===== config.mk =====
export PLATFORM = sky130hd
export DESIGN_NAME = pwm_pow2_timer
export DESIGN_NICKNAME = d
export VERILOG_FILES = /design/src/rtl/pwm_pkg.sv /design/src/rtl/pwm_regs.sv /design/src/rtl/pwm_counter.sv /design/src/rtl/pwm_outff.sv /design/src/rtl/pwm_pow2_timer.sv
export SDC_FILE = /design/constraint.sdc
export NUM_CORES = 1
export LEC_CHECK = 0
export BUFFER_PORTS_ARGS = -buffer_cell sky130_fd_sc_hd__buf_4
export CAP_MARGIN = 5
export CORE_AREA = 2 2 67 69
export DETAILED_ROUTE_END_ITERATION = 7
export DIE_AREA = 0 0 69 71
export PLACE_DENSITY = 0.63
export SYNTH_ARGS = -nofsm -noshare
export SYNTH_HDL_FRONTEND = slang
export SYNTH_SLANG_ARGS = --single-unit

===== constraint.sdc =====
create_clock -name clk -period 2.7 [get_ports clk]
set_input_delay 0.54 -clock clk [delete_from_list [all_inputs] [get_ports clk]]
set_output_delay 0.54 -clock clk [all_outputs]
set_load 0.005 [all_outputs]

===== src/rtl/pwm_pkg.sv =====
package pwm_pkg;

   typedef enum logic [1:0] {
      REG_CTL  = 2'd0,
      REG_CMP  = 2'd1,
      REG_OUT  = 2'd2,
      REG_NONE = 2'd3
   } reg_addr_e;

   function automatic int unsigned wrap_bits(int unsigned base,
                                             int unsigned sel,
                                             int unsigned max_w);
      int unsigned n;
      n = base + sel;
      if (n > max_w) n = max_w;
      return n;
   endfunction

endpackage


===== src/rtl/pwm_regs.sv =====
module pwm_regs
   import pwm_pkg::*;
#(
   parameter int CNT_W      = 8,
   parameter int SEL_W      = 2,
   parameter bit USE_BUFFER = 1'b1
) (
   input  logic             clk,
   input  logic             rst_n,
   input  logic             wr_en,
   input  logic [1:0]       wr_addr,
   input  logic [CNT_W-1:0] wr_data,
   input  logic             ovf,
   output logic             run_o,
   output logic [SEL_W-1:0] sel_o,
   output logic [CNT_W-1:0] cmp_o,
   output logic             inv_o,
   output logic             clr_o,
   output logic             set_o
);

   localparam int BUF_BIT = SEL_W + 1;

   if (CNT_W < BUF_BIT + 1) begin : g_bad_width
      $error("pwm_regs: CNT_W too narrow for control fields");
   end

   logic ctl_wr, cmp_wr, out_wr;
   logic buf_q;
   logic [CNT_W-1:0] act_q;

   assign ctl_wr = wr_en && (wr_addr == REG_CTL);
   assign cmp_wr = wr_en && (wr_addr == REG_CMP);
   assign out_wr = wr_en && (wr_addr == REG_OUT);

   always_ff @(posedge clk or negedge rst_n) begin
      if (!rst_n) begin
         run_o <= 1'b0;
         sel_o <= '0;
         buf_q <= 1'b0;
         inv_o <= 1'b0;
      end else begin
         if (ctl_wr) begin
            run_o <= wr_data[0];
            sel_o <= wr_data[SEL_W:1];
            buf_q <= wr_data[BUF_BIT];
         end
         if (out_wr) inv_o <= wr_data[0];
      end
   end

   assign clr_o = out_wr && wr_data[1];
   assign set_o = out_wr && wr_data[2];

   if (USE_BUFFER) begin : g_buffered
      logic [CNT_W-1:0] hold_q;
      always_ff @(posedge clk or negedge rst_n) begin
         if (!rst_n) begin
            hold_q <= '0;
            act_q  <= '0;
         end else begin
            if (cmp_wr) hold_q <= wr_data;
            if (cmp_wr && !buf_q) act_q <= wr_data;
            else if (ovf && buf_q) act_q <= hold_q;
         end
      end

      // held value moves across on a wrap
      a_r7_buffer_load: assert property (@(posedge clk) disable iff (!rst_n)
         (buf_q && ovf) |=> (act_q == $past(hold_q)))
         else $error("a_r7_buffer_load");

      // direct compare write
      a_r8_direct_write: assert property (@(posedge clk) disable iff (!rst_n)
         (cmp_wr && !buf_q) |=> (act_q == $past(wr_data)))
         else $error("a_r8_direct_write");
   end else begin : g_direct
      always_ff @(posedge clk or negedge rst_n) begin
         if (!rst_n) act_q <= '0;
         else if (cmp_wr) act_q <= wr_data;
      end

      a_r8_direct_write: assert property (@(posedge clk) disable iff (!rst_n)
         cmp_wr |=> (act_q == $past(wr_data)))
         else $error("a_r8_direct_write");
   end

   assign cmp_o = act_q;

endmodule


===== src/rtl/pwm_counter.sv =====
module pwm_counter
   import pwm_pkg::*;
#(
   parameter int CNT_W  = 8,
   parameter int SEL_W  = 2,
   parameter int N_BASE = 6
) (
   input  logic             clk,
   input  logic             rst_n,
   input  logic             run,
   input  logic             tick,
   input  logic [SEL_W-1:0] sel,
   input  logic [CNT_W-1:0] cmp,
   output logic             ovf,
   output logic             match
);

   localparam int NUM_SEL = 1 << SEL_W;

   if (N_BASE < 1 || N_BASE > CNT_W) begin : g_bad_base
      $error("pwm_counter: N_BASE out of range");
   end

   logic [CNT_W-1:0] top_tab [NUM_SEL];

   for (genvar i = 0; i < NUM_SEL; i++) begin : g_top
      localparam int unsigned NB = wrap_bits(N_BASE, i, CNT_W);
      assign top_tab[i] = CNT_W'((64'd1 << NB) - 64'd1);
   end

   logic [CNT_W-1:0] top, cnt_q;
   logic [CNT_W:0]   nxt;
   logic             step;

   assign top   = top_tab[sel];
   assign step  = run && tick;
   assign nxt   = {1'b0, cnt_q} + (CNT_W+1)'(1);
   assign ovf   = step && (nxt >= {1'b0, top});
   assign match = step && !ovf && (nxt == {1'b0, cmp});

   always_ff @(posedge clk or negedge rst_n) begin
      if (!rst_n)      cnt_q <= '0;
      else if (!run)   cnt_q <= '0;
      else if (ovf)    cnt_q <= '0;
      else if (step)   cnt_q <= nxt[CNT_W-1:0];
   end

   // a stopped timer sits at zero
   a_r9_stop_clear: assert property (@(posedge clk) disable iff (!rst_n)
      !run |=> (cnt_q == '0))
      else $error("a_r9_stop_clear");

   // no tick, no step
   a_r11_hold_idle: assert property (@(posedge clk) disable iff (!rst_n)
      (run && !tick) |=> $stable(cnt_q))
      else $error("a_r11_hold_idle");

   // at most one inverting event per tick
   a_r5_single_event: assert property (@(posedge clk) disable iff (!rst_n)
      $countones({ovf, match}) <= 1)
      else $error("a_r5_single_event");

endmodule


===== src/rtl/pwm_outff.sv =====
module pwm_outff (
   input  logic clk,
   input  logic rst_n,
   input  logic evt,
   input  logic inv_en,
   input  logic clr,
   input  logic set,
   output logic ff_q
);

   always_ff @(posedge clk or negedge rst_n) begin
      if (!rst_n)              ff_q <= 1'b0;
      else if (clr)            ff_q <= 1'b0;
      else if (set)            ff_q <= 1'b1;
      else if (evt && inv_en)  ff_q <= ~ff_q;
   end

   // clear wins over everything
   a_r10_clear_wins: assert property (@(posedge clk) disable iff (!rst_n)
      clr |=> !ff_q)
      else $error("a_r10_clear_wins");

   // inversion disabled keeps the level
   a_r6_no_inversion: assert property (@(posedge clk) disable iff (!rst_n)
      (!inv_en && !clr && !set) |=> $stable(ff_q))
      else $error("a_r6_no_inversion");

   // an enabled event flips the level
   a_r3_event_flips: assert property (@(posedge clk) disable iff (!rst_n)
      (evt && inv_en && !clr && !set) |=> (ff_q != $past(ff_q)))
      else $error("a_r3_event_flips");

endmodule


===== src/rtl/pwm_pow2_timer.sv =====
module pwm_pow2_timer
   import pwm_pkg::*;
#(
   parameter int CNT_W      = 8,
   parameter int SEL_W      = 2,
   parameter int N_BASE     = 6,
   parameter bit USE_BUFFER = 1'b1
) (
   input  logic             clk,
   input  logic             rst_n,
   input  logic             wr_en,
   input  logic [1:0]       wr_addr,
   input  logic [CNT_W-1:0] wr_data,
   input  logic             tick,
   output logic             pwm_out
);

   logic             run, inv_en, clr_p, set_p, ovf, match;
   logic [SEL_W-1:0] sel;
   logic [CNT_W-1:0] cmp_act;

   pwm_regs #(.CNT_W(CNT_W), .SEL_W(SEL_W), .USE_BUFFER(USE_BUFFER)) i_regs (
      .clk(clk), .rst_n(rst_n), .wr_en(wr_en), .wr_addr(wr_addr),
      .wr_data(wr_data), .ovf(ovf), .run_o(run), .sel_o(sel),
      .cmp_o(cmp_act), .inv_o(inv_en), .clr_o(clr_p), .set_o(set_p)
   );

   pwm_counter #(.CNT_W(CNT_W), .SEL_W(SEL_W), .N_BASE(N_BASE)) i_counter (
      .clk(clk), .rst_n(rst_n), .run(run), .tick(tick), .sel(sel),
      .cmp(cmp_act), .ovf(ovf), .match(match)
   );

   pwm_outff i_outff (
      .clk(clk), .rst_n(rst_n), .evt(ovf || match), .inv_en(inv_en),
      .clr(clr_p), .set(set_p), .ff_q(pwm_out)
   );

endmodule


==> results of run 1 <==
==> power by group through the flow <==
stage	logic [mW]	clock network, mW	registers (mW)
floorplan	0.261	0	0.598
global placement	0.336	0	0.618
detailed placement	0.347	0	0.621
CTS	0.354	0.582	0.612
global route	0.397	0.606	0.629
finish	0.363	0.572	0.614
==> path summary, 6_finish.rpt <==
kind,startpoint,to,slack [ns],depth (start not counted)
setup / recovery,i_counter.cnt_q[1]$_DFFE_PN0P_,i_counter.cnt_q[3]$_DFFE_PN0P_,0.01,9
hold / removal,rst_n,i_counter.cnt_q[7]$_DFFE_PN0P_,0.17,1
setup reg to reg,i_counter.cnt_q[1]$_DFFE_PN0P_,i_counter.cnt_q[3]$_DFFE_PN0P_,0.01,9
hold reg to reg,i_regs.g_buffered.hold_q[2]$_DFFE_PN0P_,i_regs.g_buffered.hold_q[2]$_DFFE_PN0P_,0.51,1
max in group asynchronous,rst_n,i_counter.cnt_q[0]$_DFFE_PN0P_,2.23,1
min in group clk,wr_data[6],i_regs.g_buffered.hold_q[6]$_DFFE_PN0P_,0.50,2
==> per-layer routing <==
metal  part of all wire (%)  up-vias  GRT usage [%]
met5                      0        -              0
met4                    1.7        0           8.06
met3                    3.1        7           4.84
met2                     51       30           29.1
met1                     45      705           22.2
li1                       -      680              -
==> area by class of cell <==
type / instances / share of cell area (%)
Clock buffer: 6 / 3.49
Sequential cell: 30 / 31.8
Inverter: 6 / 0.953
Timing Repair Buffer: 35 / 11.6
Clock inverter: 2 / 2.54
Multi-Input combinational cell: 122 / 46.8
Tap cell: 52 / 2.75
==> synthesized netlist by cell type (all sizes together), types with 5 or more instances <==
library cell / number
dfrtp: 30
a21oi: 6
nand3: 6
buf: 6
a21o: 6
o21ai: 8
mux2: 26
nand2: 13
inv: 6
nor2: 5
==> kinds of logic after synthesis <==
kind of cell    share of synthesized area, %
simple gates                            13.1
compound gates                          17.8
mux                                     17.4
fa+ha+maj                               2.74
buf+inv                                 2.67
flops                                   41.0
xor+xnor                                5.20
==> sequential cells by signal, summed over array words and instances, names as in the netlist <==
name and cells:
i_regs.buf_q 1, i_regs.g_buffered.hold_q 8, i_regs.sel_o 2, i_regs.run_o 1, i_outff.ff_q 1, i_counter.cnt_q 8
i_regs.inv_o 1, i_regs.cmp_o 8
==> through the flow <==
| step | setup slack (ns) | total power [mW] | util (%) | hold WS [ns] |
|---|---|---|---|---|
| 2_1_floorplan | 0.0142 | 0.859 | - | 0.244 |
| 3_3_place_gp | 0.120 | 0.954 | 50.7 | 0.484 |
| 3_5_place_dp | -0.0431 | 0.969 | 50.7 | 0.494 |
| 4_1_cts | 0.0498 | 1.55 | 54.2 | 0.186 |
| 5_1_grt | -0.0948 | 1.63 | 56.2 | 0.191 |
| 6_report | 0.0133 | 1.55 | 56.2 | 0.170 |
==> what timing repair did <==
action,in CTS,in global routing
pin swaps,0,9
endpoints found under the setup margin,1,11
resized for setup,1,12
buffers inserted,0,4
==> results.yml, run 1 <==
outcome:
  status: "finished clean"
die:
  initial_core_util_pct: 43.5
  die_h_um: 71
  num_rows: 24
  die_w_um: 69
  die-area_um2: 4900
  coreArea_um2: 4200
  ios: 15
route:
  first_iter_violations: 94
  wl_per_cell_um: 16.2
  drt_wl_total_mm: 4.10
  route.vias.total: 1422
  drc: 0
  via_per_inst: 5.62
  antenna_left: 0
  first_pass_iters: 4
cells_and_area:
  antenna_cells: 0
  final_area_um2: 2360
  layout_commonest_cell: "buf_4"
  multi_input_area_um2: 1110
  fill_cells: 367
  final_nets: 218
  fin_cells: 253
  ff_latch_area_um2: 752
  synthToLayoutAreaGrowth_pct: 29.2
  mostFrequentLayoutCells: "buf_4 (34), dfrtp_1 (29), mux2_2 (19), nand2_1 (10)"
  drive_above_1_share_pct: 46.3
global_route:
  grt_pass1_vias: 1463
  grt_use_total_pct: 17.8
  antenna_found_initial: 0
  overflow: 0
  grt_pass1_wl_mm: 6.86
  grt_max_degree: 31
run:
  drv_cap: 0
timing:
  slew_viol_final: 0
  min_period_ns: 2.69
  finClkSkew_ns: 0.00480
  layout_worst_path_cycle_share_pct: 99.5
  rsz0062_at_grt: "yes"
  clock.fmax_mhz: 372
  max_slew_margin_pct: 51.0
  tightest_slew_ns: 0.733
  hold_viol: 0
  setup_violations: 0
  finalSetupTns_ns: 0
placement:
  port_buffers: 14
  dp_hpwl_mm: 2.99
  place.gp.congestion: 0.880
  place_area_um2: 2130
  place_inst: 241
synthesis:
  ys_top_cells_by_area: "dfrtp_1 (41%), mux2_2 (12%), mux2_4 (5.7%)"
  synthCells: 164
  syn_area_per_cell_um2: 11.2
  ys_seq_area_share_pct: 41.0
  synthesis.area_um2: 1830
  synth_top_area_cell: "dfrtp_1"
  synth-seq-cells: 30
  synth_nets: 182
  async_reset_ff_share_pct: 100
  ys_warn_count: 0
  yosysUniqueCellTypes: 51
  synth_enable_flop_cells: 0
  synth_top_area_share_pct: 41.0
  synth_flop_cell: "dfrtp_1"
clocking:
  cts.sinks: 30
  cts_root_buf: "clkbuf_8"
  htree_levels: 2
  cts_tree: "yes"
  clk_pin_slew_ns: 0.07
  clock_latency_ns: 0.28
  clk_path_buf_depth: 2
  ctsHoldBuffers: 0
  cts_buffers: 5
power_and_ir_drop:
  seq_power_share_pct: 39.6
  p_comb_share_pct: 23.4
  power_density_nw_per_um2: 655
  p_clk_share_pct: 36.9
  switchingPower_mw: 0.405
  ir_drop_mv: 0.368
  leakagePower_nw: 1.11
  p_int_mw: 1.14
  swShare_pct: 26.1
critical_path:
  crit_family: "compound AO/OA/AOI/OAI gates"
  crit_chain: "nand3_4 > nor3_4 > xor2_1 > ha_1 > a21oi_2 > o31ai_2 > a41oi_2 > nand3_1 > o311ai_0"
  critPathSlowestCell: "o311ai_0"
  cp-end-kind: "flip-flop"
  arrival_ns: 2.80
  setup.worst_path.class: "reg -> reg"
  startpoint_type: "flip-flop"
  crit_required_ns: 2.82
  path_max_fanout: 4
  max_stage_delay_ns: 0.51
  crit_buf_inv: 0
min_path:
  hold_path.class: "in -> async"
Power figures use the tool's default switching activity.
==> run 2, diff against run 1 <==
--- a/config.mk
+++ b/config.mk
@@ -11,6 +11,7 @@
 export DETAILED_ROUTE_END_ITERATION = 7
 export DIE_AREA = 0 0 69 71
 export PLACE_DENSITY = 0.63
+export RECOVER_POWER = 50
 export SYNTH_ARGS = -nofsm -noshare
 export SYNTH_HDL_FRONTEND = slang
 export SYNTH_SLANG_ARGS = --single-unit
==> results.yml, run 2 (synthesis gave the netlist of run 1 again) <==
outcome:
  status: "finished, violations left"
  violations: "capacitance limit, slew limit"
min_path:
  hold_path.class: "in -> reg"
global_route:
  grt_max_degree: 31
  grt_pass1_vias: 1463
  antenna_found_initial: 0
  grt_pass1_wl_mm: 6.86
  grt_use_total_pct: 17.8
  overflow: 0
run:
  drv_cap: 1
timing:
  tightest_slew_ns: 1.61
  hold_viol: 0
  rsz0062_at_grt: "yes"
  finalSetupTns_ns: 0
  finClkSkew_ns: 0.00480
  clock.fmax_mhz: 372
  layout_worst_path_cycle_share_pct: 99.5
  min_period_ns: 2.69
  slew_viol_final: 31
  setup_violations: 0
  max_slew_margin_pct: -7.61
  hold_ws_ns: 0.498
cells_and_area:
  antenna_cells: 0
  final_util_pct: 56.1
  final_nets: 218
  ff_latch_area_um2: 752
  synthToLayoutAreaGrowth_pct: 29.0
  layout_commonest_cell: "buf_4"
  multi_input_area_um2: 1110
  mostFrequentLayoutCells: "buf_4 (33), dfrtp_1 (29), mux2_2 (19), nand2_1 (10)"
  drive_above_1_share_pct: 45.8
  fill_cells: 368
  fin_cells: 253
route:
  route.vias.total: 1422
  drc: 0
  wl_per_cell_um: 16.2
  first_iter_violations: 94
  drt_wl_total_mm: 4.10
  antenna_left: 0
  first_pass_iters: 4
  via_per_inst: 5.62
placement:
  place.gp.congestion: 0.880
  port_buffers: 14
  dp_hpwl_mm: 2.99
  place_inst: 241
clocking:
  clock_latency_ns: 0.28
  ctsHoldBuffers: 0
  htree_levels: 2
  clk_pin_slew_ns: 0.07
  cts.sinks: 30
  cts_tree: "yes"
  cts_root_buf: "clkbuf_8"
  cts_buffers: 5
  clk_path_buf_depth: 2
die:
  die-area_um2: 4900
  num_rows: 24
  die_h_um: 71
  coreArea_um2: 4200
  initial_core_util_pct: 43.5
  die_w_um: 69
  ios: 15
critical_path:
  arrival_ns: 2.80
  startpoint_type: "flip-flop"
  max_stage_delay_ns: 0.51
  cp-end-kind: "flip-flop"
  crit_required_ns: 2.82
  critPathSlowestCell: "o311ai_0"
  path_max_fanout: 4
  crit_chain: "nand3_4 > nor3_4 > xor2_1 > ha_1 > a21oi_2 > o31ai_2 > a41oi_2 > nand3_1 > o311ai_0"
  setup.worst_path.class: "reg -> reg"
power_and_ir_drop:
  leakagePower_nw: 1.10
  power_density_nw_per_um2: 656
  ir_drop_mv: 0.368
[run 2: cell count changes in the layout (fill, tap and decap cells not counted), sizes merged]
| cell | delta |
|---|---|
| clkbuf | +1 |
| buf | -1 |
[run 2: area by class of cell]
class                           instances  area share [%]
Clock buffer                            6            3.50
Clock inverter                          2            2.55
Inverter                                6           0.954
Multi-Input combinational cell        122            46.9
Sequential cell                        30            31.9
Tap cell                               52            2.76
Timing Repair Buffer                   35            11.5
[run 2: critical path, delay by kind of cell (launching register included)]
kind,cells,cell delay [ns]
fa+ha+maj,1,0.30
compound gates,4,1.01
xor+xnor,1,0.25
flops,1,0.42
simple gates,3,0.54
[run 2: repair_timing]
item                                    4_1_cts  5_1_grt
pin swaps                                     0        9
endpoints found under the setup margin        1       11
gates resized for setup                       1       12
setup buffers                                 0        4
hold endpoints to repair                      0        0
[run 2: power breakdown]
group | internal [mW] | switching (mW) | total [mW]
Combinational | 0.212 | 0.150 | 0.362
Sequential | 0.537 | 0.0767 | 0.614
Clock | 0.394 | 0.178 | 0.572
[run 2: per-stage QoR]
| step | area, µm² | total power [mW] | worst slack, ns |
|---|---|---|---|
| after CTS | 2280 | 1.55 | 0.0498 |
| after floorplan | 1850 | 0.859 | 0.0142 |
| after global placement | 2130 | 0.954 | 0.120 |
| after detailed placement | 2130 | 0.969 | -0.0431 |
| after global routing | 2360 | 1.63 | -0.0948 |
| final | 2360 | 1.55 | 0.0133 |
[run 2: metal layers]
layer	wire length [µm]	GRT usage, %	vias to the layer above	part of all wire (%)
met5	0	0	-	0
met4	70	8.06	0	1.7
met3	124	4.84	7	3.0
met2	2070	29.1	30	51
met1	1830	22.2	705	45
li1	-	-	680	-
[run 2: worst paths after layout]
check | cells after the start | slack, ns | endpoint | startpoint
worst max-delay path | 9 | 0.01 | i_counter.cnt_q[3]$_DFFE_PN0P_ | i_counter.cnt_q[1]$_DFFE_PN0P_
worst min-delay path | 2 | 0.50 | i_regs.g_buffered.hold_q[6]$_DFFE_PN0P_ | wr_data[6]
worst max register to register | 9 | 0.01 | i_counter.cnt_q[3]$_DFFE_PN0P_ | i_counter.cnt_q[1]$_DFFE_PN0P_
worst min register to register | 1 | 0.51 | i_regs.g_buffered.hold_q[2]$_DFFE_PN0P_ | i_regs.g_buffered.hold_q[2]$_DFFE_PN0P_
max in group asynchronous | 1 | 1.00 | i_counter.cnt_q[0]$_DFFE_PN0P_ | rst_n
min in group asynchronous | 1 | 0.65 | i_counter.cnt_q[7]$_DFFE_PN0P_ | rst_n
